===== src/rtl/brld_pkg.sv =====
package brld_pkg;

  typedef enum logic [2:0] {
    LK_BYTE_Z  = 3'd0,
    LK_HALF_Z  = 3'd1,
    LK_HALF_S  = 3'd2,
    LK_WORD_Z  = 3'd3,
    LK_WORD_S  = 3'd4,
    LK_DWORD   = 3'd5,
    LK_DWORD_6 = 3'd6,
    LK_DWORD_7 = 3'd7
  } load_kind_e;

  typedef enum logic [1:0] {
    ST_IDLE = 2'd0,
    ST_REQ  = 2'd1,
    ST_WAIT = 2'd2,
    ST_OUT  = 2'd3
  } agu_state_e;

  // response tag kept with the element until the data returns
  typedef struct packed {
    logic [1:0] size_log;
    logic       sign_ext;
  } rsp_tag_t;

  function automatic logic [1:0] kind_size_log(load_kind_e k);
    case (k)
      LK_BYTE_Z:            return 2'd0;
      LK_HALF_Z, LK_HALF_S: return 2'd1;
      LK_WORD_Z, LK_WORD_S: return 2'd2;
      default:              return 2'd3;
    endcase
  endfunction

  function automatic logic kind_signed(load_kind_e k);
    return (k == LK_HALF_S) || (k == LK_WORD_S);
  endfunction

  // kinds whose displacement is scaled by four
  function automatic logic kind_scaled_disp(load_kind_e k);
    return (k == LK_WORD_S) || (k == LK_DWORD) ||
           (k == LK_DWORD_6) || (k == LK_DWORD_7);
  endfunction

endpackage


===== src/rtl/brld_bitrev.sv =====
module brld_bitrev #(
  parameter int IDXW = 6
) (
  input  logic [IDXW-1:0] step,
  input  logic [IDXW:0]   vl,
  output logic [IDXW-1:0] rev
);
  localparam int KW = $clog2(IDXW + 1);

  logic [IDXW-1:0] cand [IDXW+1];
  logic [KW-1:0]   k;

  // one candidate per reversal width
  for (genvar w = 0; w <= IDXW; w++) begin : g_width
    for (genvar b = 0; b < IDXW; b++) begin : g_bit
      if (b < w) begin : g_in
        assign cand[w][b] = step[w-1-b];
      end else begin : g_zero
        assign cand[w][b] = 1'b0;
      end
    end
  end

  // width = index of the highest set bit of the vector length
  always_comb begin
    k = '0;
    for (int i = 0; i <= IDXW; i++) begin
      if (vl[i]) k = KW'(i);
    end
  end

  assign rev = cand[k];
endmodule


===== src/rtl/brld_ea_calc.sv =====
module brld_ea_calc #(
  parameter int XLEN  = 64,
  parameter int DISPW = 16,
  parameter int IDXW  = 6
) (
  input  logic [XLEN-1:0]         base,
  input  logic                    base_zero,
  input  logic [IDXW-1:0]         rev,
  input  logic [DISPW-1:0]        disp,
  input  logic                    scaled,
  input  logic [$clog2(XLEN)-1:0] shamt,
  output logic [XLEN-1:0]         ea
);
  logic [XLEN-1:0] disp_ext;
  logic [XLEN-1:0] rev_ext;
  logic [XLEN-1:0] prod;
  logic [XLEN-1:0] offs;
  logic [XLEN-1:0] base_eff;

  always_comb begin
    if (scaled)
      disp_ext = {{(XLEN-DISPW){disp[DISPW-3]}}, disp[DISPW-3:0], 2'b00};
    else
      disp_ext = {{(XLEN-DISPW){disp[DISPW-1]}}, disp};
  end

  assign rev_ext  = {{(XLEN-IDXW){1'b0}}, rev};
  assign prod     = rev_ext * disp_ext;
  assign offs     = prod << shamt;
  assign base_eff = base_zero ? '0 : base;
  assign ea       = base_eff + offs;
endmodule


===== src/rtl/brld_data_fmt.sv =====
module brld_data_fmt #(
  parameter int XLEN = 64
) (
  input  brld_pkg::rsp_tag_t tag,
  input  logic [XLEN-1:0]    raw,
  output logic [XLEN-1:0]    val
);
  always_comb begin
    case (tag.size_log)
      2'd0: val = {{(XLEN-8){1'b0}}, raw[7:0]};
      2'd1: val = {{(XLEN-16){tag.sign_ext & raw[15]}}, raw[15:0]};
      2'd2: val = {{(XLEN-32){tag.sign_ext & raw[31]}}, raw[31:0]};
      default: val = raw;
    endcase
  end
endmodule


===== src/rtl/brld_agu_top.sv =====
module brld_agu_top
  import brld_pkg::*;
#(
  parameter int XLEN  = 64,
  parameter int DISPW = 16,
  parameter int IDXW  = 6,
  parameter int REGW  = 5
) (
  input  logic                    clk,
  input  logic                    rst_n,
  input  logic                    in_valid,
  output logic                    in_ready,
  input  logic [IDXW-1:0]         in_step,
  input  logic [IDXW:0]           in_vl,
  input  logic [XLEN-1:0]         in_base,
  input  logic [REGW-1:0]         in_ra_idx,
  input  logic [REGW-1:0]         in_rt_idx,
  input  logic [DISPW-1:0]        in_disp,
  input  logic [$clog2(XLEN)-1:0] in_shamt,
  input  logic [2:0]              in_kind,
  input  logic                    in_update,
  output logic                    mem_req_valid,
  input  logic                    mem_req_ready,
  output logic [XLEN-1:0]         mem_req_addr,
  output logic [1:0]              mem_req_size,
  input  logic                    mem_rsp_valid,
  input  logic [XLEN-1:0]         mem_rsp_data,
  output logic                    out_valid,
  input  logic                    out_ready,
  output logic [XLEN-1:0]         out_data,
  output logic                    out_wb_valid,
  output logic [XLEN-1:0]         out_wb_data,
  output logic                    out_invalid
);
  agu_state_e      state_q;
  load_kind_e      kind;
  logic [IDXW-1:0] rev;
  logic [XLEN-1:0] ea;
  logic [XLEN-1:0] fmt_val;
  logic            ra_is_zero;
  logic            bad_form;
  logic            accept;
  rsp_tag_t        tag_d, tag_q;
  logic [XLEN-1:0] addr_q;
  logic [XLEN-1:0] data_q;
  logic            wb_en_q;
  logic            inv_q;

  assign kind       = load_kind_e'(in_kind);
  assign ra_is_zero = (in_ra_idx == '0);
  assign bad_form   = ra_is_zero || (in_ra_idx == in_rt_idx);
  assign accept     = in_valid && in_ready;

  assign tag_d.size_log = kind_size_log(kind);
  assign tag_d.sign_ext = kind_signed(kind);

  brld_bitrev #(.IDXW(IDXW)) u_rev (
    .step (in_step),
    .vl   (in_vl),
    .rev  (rev)
  );

  brld_ea_calc #(.XLEN(XLEN), .DISPW(DISPW), .IDXW(IDXW)) u_ea (
    .base      (in_base),
    .base_zero (ra_is_zero && !in_update),
    .rev       (rev),
    .disp      (in_disp),
    .scaled    (kind_scaled_disp(kind)),
    .shamt     (in_shamt),
    .ea        (ea)
  );

  brld_data_fmt #(.XLEN(XLEN)) u_fmt (
    .tag (tag_q),
    .raw (mem_rsp_data),
    .val (fmt_val)
  );

  always_ff @(posedge clk) begin
    if (!rst_n) begin
      state_q <= ST_IDLE;
      tag_q   <= '0;
      addr_q  <= '0;
      data_q  <= '0;
      wb_en_q <= 1'b0;
      inv_q   <= 1'b0;
    end else begin
      case (state_q)
        ST_IDLE: if (accept) begin
          state_q <= ST_REQ;
          addr_q  <= ea;
          tag_q   <= tag_d;
          wb_en_q <= in_update && !bad_form;
          inv_q   <= in_update && bad_form;
        end
        ST_REQ: if (mem_req_ready) state_q <= ST_WAIT;
        ST_WAIT: if (mem_rsp_valid) begin
          data_q  <= fmt_val;
          state_q <= ST_OUT;
        end
        default: if (out_ready) state_q <= ST_IDLE;
      endcase
    end
  end

  assign in_ready      = (state_q == ST_IDLE);
  assign mem_req_valid = (state_q == ST_REQ);
  assign mem_req_addr  = addr_q;
  assign mem_req_size  = tag_q.size_log;
  assign out_valid     = (state_q == ST_OUT);
  assign out_data      = data_q;
  assign out_wb_valid  = out_valid && wb_en_q;
  assign out_wb_data   = addr_q;
  assign out_invalid   = out_valid && inv_q;
endmodule


===== config.mk =====
export PLATFORM = sky130hd
export DESIGN_NAME = brld_agu_top
export DESIGN_NICKNAME = d
export VERILOG_FILES = /design/src/rtl/brld_pkg.sv /design/src/rtl/brld_bitrev.sv /design/src/rtl/brld_ea_calc.sv /design/src/rtl/brld_data_fmt.sv /design/src/rtl/brld_agu_top.sv
export SDC_FILE = /design/constraint.sdc
export NUM_CORES = 1
export LEC_CHECK = 0
export BUFFER_PORTS_ARGS = -buffer_cell sky130_fd_sc_hd__buf_2
export CORE_MARGIN = 4
export CORE_UTILIZATION = 45
export DETAILED_ROUTE_END_ITERATION = 6
export GPL_TIMING_DRIVEN = 0
export PLACE_DENSITY = 0.71
export REMOVE_ABC_BUFFERS = 1
export SYNTH_ARGS = -nofsm -noshare
export SYNTH_HDL_FRONTEND = slang
export SYNTH_SLANG_ARGS = --single-unit

===== constraint.sdc =====
create_clock -name clk -period 10.7 [get_ports clk]
set_input_delay 1.605 -clock clk [delete_from_list [all_inputs] [get_ports clk]]
set_output_delay 1.605 -clock clk [all_outputs]
set_load 0.02 [all_outputs]

==> results.txt <==
----------------------------------------------------
[Status]
  Run status ... complete, no violations

[STA]
  Final hold violations ... 0
  Final number of max-transition violations ... 0
  Unrepaired setup endpoints after global routing ... yes
  Tightest Pin Transition ... 1410 ps
  Worst-case headroom to the max-slew limit ... 6.29%
  Final cycle utilization of the critical path ... 99.4%
  Total negative setup slack ... 0 ps
  Post-layout min period ... 10630 ps
  Worst Clk Skew ... 13.5 ps
  Peak clock frequency supported by timing ... 94.0 MHz
  Number of failing setup endpoints in the final timing report ... 0

[Clock network]
  Root buffer cell ... sky130_fd_sc_hd__clkbuf_16
  Num CTS Buffers ... 17
  Clock network latency to the later pin of the worst-skew pair ... 440 ps
  Clock slew at the register clock pins of the worst setup and hold paths ... 60 ps
  Maximum clock path buffer count ... 2
  Depth of the CTS H-tree ... 4
  CTS tree ... done
  Number of clock sinks seen by CTS ... 135

[Critical path]
  Setup crit end kind ... flop
  Source of the worst register-to-register timing path ... state_q[0]$_SDFFE_PN0P_
  Kind of cell adding the most delay to the critical path ... simple AND/OR/NAND/NOR gates
  Setup slack of the most critical reg-to-reg path ... 7720 ps
  Worst EP required ... between 10000 and 15000 ps
  Endpoint of the worst-slack reg-to-reg timing path ... out_data[55]$_SDFFE_PN0P_
  Signal arrival time at the worst endpoint ... 11000 ps
  FF-to-FF path depth ... 6
  Worst Path Buf+Inv ... 9
  Classification of the worst setup path ... in2reg
  Startpoint type of the worst setup path ... input port
  Slowest stage cell on the critical path ... sky130_fd_sc_hd__mux4_2
  Longest individual stage delay on the worst path ... 570 ps
  Largest fanout on the critical path ... 6

[Synth]
  Total of warnings raised by yosys ... 0
  Average instance area after synthesis ... approximately 7.3 µm²
  Post-synth cell types ... 83
  Commonest register cell after synthesis ... sky130_fd_sc_hd__dfxtp_1
  Synth top area share ... around 16%
  Synth area leaders ... sky130_fd_sc_hd__dfxtp_1 (16%), sky130_fd_sc_hd__fa_1 (9.3%), sky130_fd_sc_hd__ha_1 (6.9%), sky130_fd_sc_hd__a21oi_1 (6.6%), sky130_fd_sc_hd__nor2_1 (6.4%)
  Most numerous cell in the Yosys netlist ... sky130_fd_sc_hd__nor2_1
  Synth Area in XOR/XNOR ... about 3.3%
  Number of enable flip-flop cells after synthesis ... 0
  Syn Inst Count ... 2313
  Cell taking the most area after synthesis ... sky130_fd_sc_hd__dfxtp_1
  Synth top cells by count ... sky130_fd_sc_hd__nor2_1 (290), sky130_fd_sc_hd__nand2_1 (236), sky130_fd_sc_hd__a21oi_1 (225)
  Share of flip-flops with an asynchronous set or reset after synthesis ... 0%
  Compound-Gate Fraction of Synth Area ... about a quarter
  Cell area after synthesis ... 17000 µm²
  Main combinational cell family by area after synthesis ... compound AO/OA/AOI/OAI gates
  Fraction of synthesized area in multiplexers ... 8.17%
  Sequential area share after synthesis ... about 16%
  Total of flip-flops plus latches after synthesis ... 135
  Post-synthesis share of cell area spent on and, or, nand and nor gates ... 22.0%
  Area share of fa/ha/maj cells after synthesis ... between 10% and 20%

[Route]
  Antenna Violating Nets Remaining ... 0
  Total Wirelength ... 67.2 mm
  Average wire per cell in the routed design ... 21.6 µm
  Vias ... roughly 19000
  Starting DRT DRC Count ... 1607
  Total iterations of the first detailed-routing run ... 5
  Vias per cell ... 6.00
  Final routed DRC violation total ... 0

[Worst hold path]
  Beginning of the worst hold path ... inv_q$_SDFFE_PN0P_
  Sink of the worst hold path ... inv_q$_SDFFE_PN0P_
  Hold/Removal Path Class ... reg2reg
  Cell depth of the worst hold path ... 2

[Placed design]
  Global placer's final weighted congestion ... 0.946
  Post-detailed-placement half-perimeter wirelength ... 51.4 mm
  Cell count after placement ... 2992
  I/O Buffers ... 380

[Floorplanning]
  Core Rows ... 70
  Core area ... 37000 µm²
  IO Pins ... approximately 380
  Effective utilization at floorplan ... 46.0%
  Chip width ... approximately 200 µm
  Vertical die dimension ... 202 µm
  Die outline area ... slightly above 40000 µm²

[Global routing]
  Sum of overflow across all layers after global routing ... 0
  First-pass GRT wire length ... 101 mm
  Largest net degree at the start of global routing ... 73
  Via count of the first global-routing pass ... 17900
  Initial antenna violation count ... 4
  All-Layer GR Usage ... between 30 and 40%

[Power and ir drop]
  Power per cell area ... 303 nW/µm²
  Leakage power ... 9.82 nW
  Maximum VDD drop ... between 200 and 300 µV

[Cells and area]
  Number of cells in the finished layout apart from fillers ... 3102
  Fraction of final layout cells with drive strength greater than 1 ... 29.2%
  Layout Nets ... roughly 3000
  Area growth syn-to-layout ... 23.8%

[Run]
  Number of max-capacitance violations reported ... 0

----------------------------------------------------
-- logic make-up (layout without fill, tap and decap cells) --
logic type,after synthesis,in the layout
compound gates,686,687
xor+xnor,65,65
fa+ha+maj,173,173
buf+inv,323,602
flops,135,135
mux,109,109
other cells,0,4
simple gates,822,823
-- worst max-delay path by stage --
stage / from / cells past startpoint / slack (ps) / endpoint
final: in_vl[3] / 45 / 70 / mem_req_addr[63]$_SDFFE_PN0P_
after global routing: in_vl[3] / 47 / -290 / mem_req_addr[63]$_SDFFE_PN0P_
after CTS: in_vl[5] / 41 / 8 / mem_req_addr[56]$_SDFFE_PN0P_
after detailed placement: in_vl[5] / 40 / -2580 / mem_req_addr[61]$_SDFFE_PN0P_
after global placement: in_vl[5] / 40 / -2550 / mem_req_addr[61]$_SDFFE_PN0P_
after floorplan: in_vl[2] / 38 / -200 / mem_req_addr[58]$_SDFFE_PN0P_
-- metal layers --
metal  part of all wire [%]  track usage [%]  vias up  wire, µm
met2                     47             51.1      794     31400
met4                    4.5             11.6        0      3020
met1                     42             40.6     8991     28100
met5                      0                0        -         0
li1                       -                -     8654         -
met3                    6.9             4.60      160      4620
-- placed cells by master (no fill, tap or decap), types with 26 or more instances in the layout --
cell,instances
sky130_fd_sc_hd__a21o_1,66
sky130_fd_sc_hd__fa_1,72
sky130_fd_sc_hd__o21ai_0,123
sky130_fd_sc_hd__buf_4,65
sky130_fd_sc_hd__a21oi_1,195
sky130_fd_sc_hd__ha_4,26
sky130_fd_sc_hd__nor3_1,35
sky130_fd_sc_hd__nor2b_1,71
sky130_fd_sc_hd__ha_1,62
sky130_fd_sc_hd__inv_1,101
sky130_fd_sc_hd__mux2i_1,61
sky130_fd_sc_hd__dfxtp_1,135
sky130_fd_sc_hd__nand2_1,228
sky130_fd_sc_hd__xnor2_1,39
sky130_fd_sc_hd__buf_2,377
sky130_fd_sc_hd__nand3_1,51
sky130_fd_sc_hd__nor2_1,271
-- power by group --
group | internal (mW) | total (mW) | switching (mW)
Clock | 0.362 | 0.621 | 0.259
Sequential | 0.638 | 0.732 | 0.0937
Combinational | 2.00 | 5.02 | 3.02
Total | 3.00 | 6.38 | 3.38
-- flip-flops by register name, indices dropped and copies added, names as in the netlist --
name and cells:
mem_req_addr 64, tag_q 1, wb_en_q 1, mem_req_size 2, state_q 2, inv_q 1
out_data 64
-- worst min-delay path: stages (launching register included) --
cell and delay, ps:
sky130_fd_sc_hd__dfxtp_1 310, sky130_fd_sc_hd__nand2_1 50, sky130_fd_sc_hd__a21oi_1 50
-- through the flow --
stage                     instance area (µm²)  setup WS [ps]  util, %  hold WS [ps]  total power [mW]
after floorplan                         15900           -200        -           427              3.65
after global placement                  18500          -2550     50.0           439              4.86
after detailed placement                18600          -2580     50.3           446              4.91
after CTS                               20000           7.51     54.0           455              5.82
after global routing                    21000           -291     56.9           485              6.80
final                                   21000           66.0     56.9           452              6.38
-- cell type report --
cell class / count / area [µm²]
fillers: 3475 / 15900
clock inverters: 13 / 158
multi-input cells: 1857 / 14100
inverters: 111 / 417
diodes: 4 / 10.0
clock buffers: 19 / 453
repair buffers: 459 / 2590
well taps: 504 / 631
flip-flops and latches: 135 / 2700
-- repair_timing --
item | CTS | global route
setup buffers | 29 | 43
gates cloned | 0 | 2
setup endpoints to repair | 42 | 39
pin swaps | 26 | 100
resized for setup | 134 | 166
hold buffers | 0 | 0
Note: power is estimated with default switching activity, not from simulation.
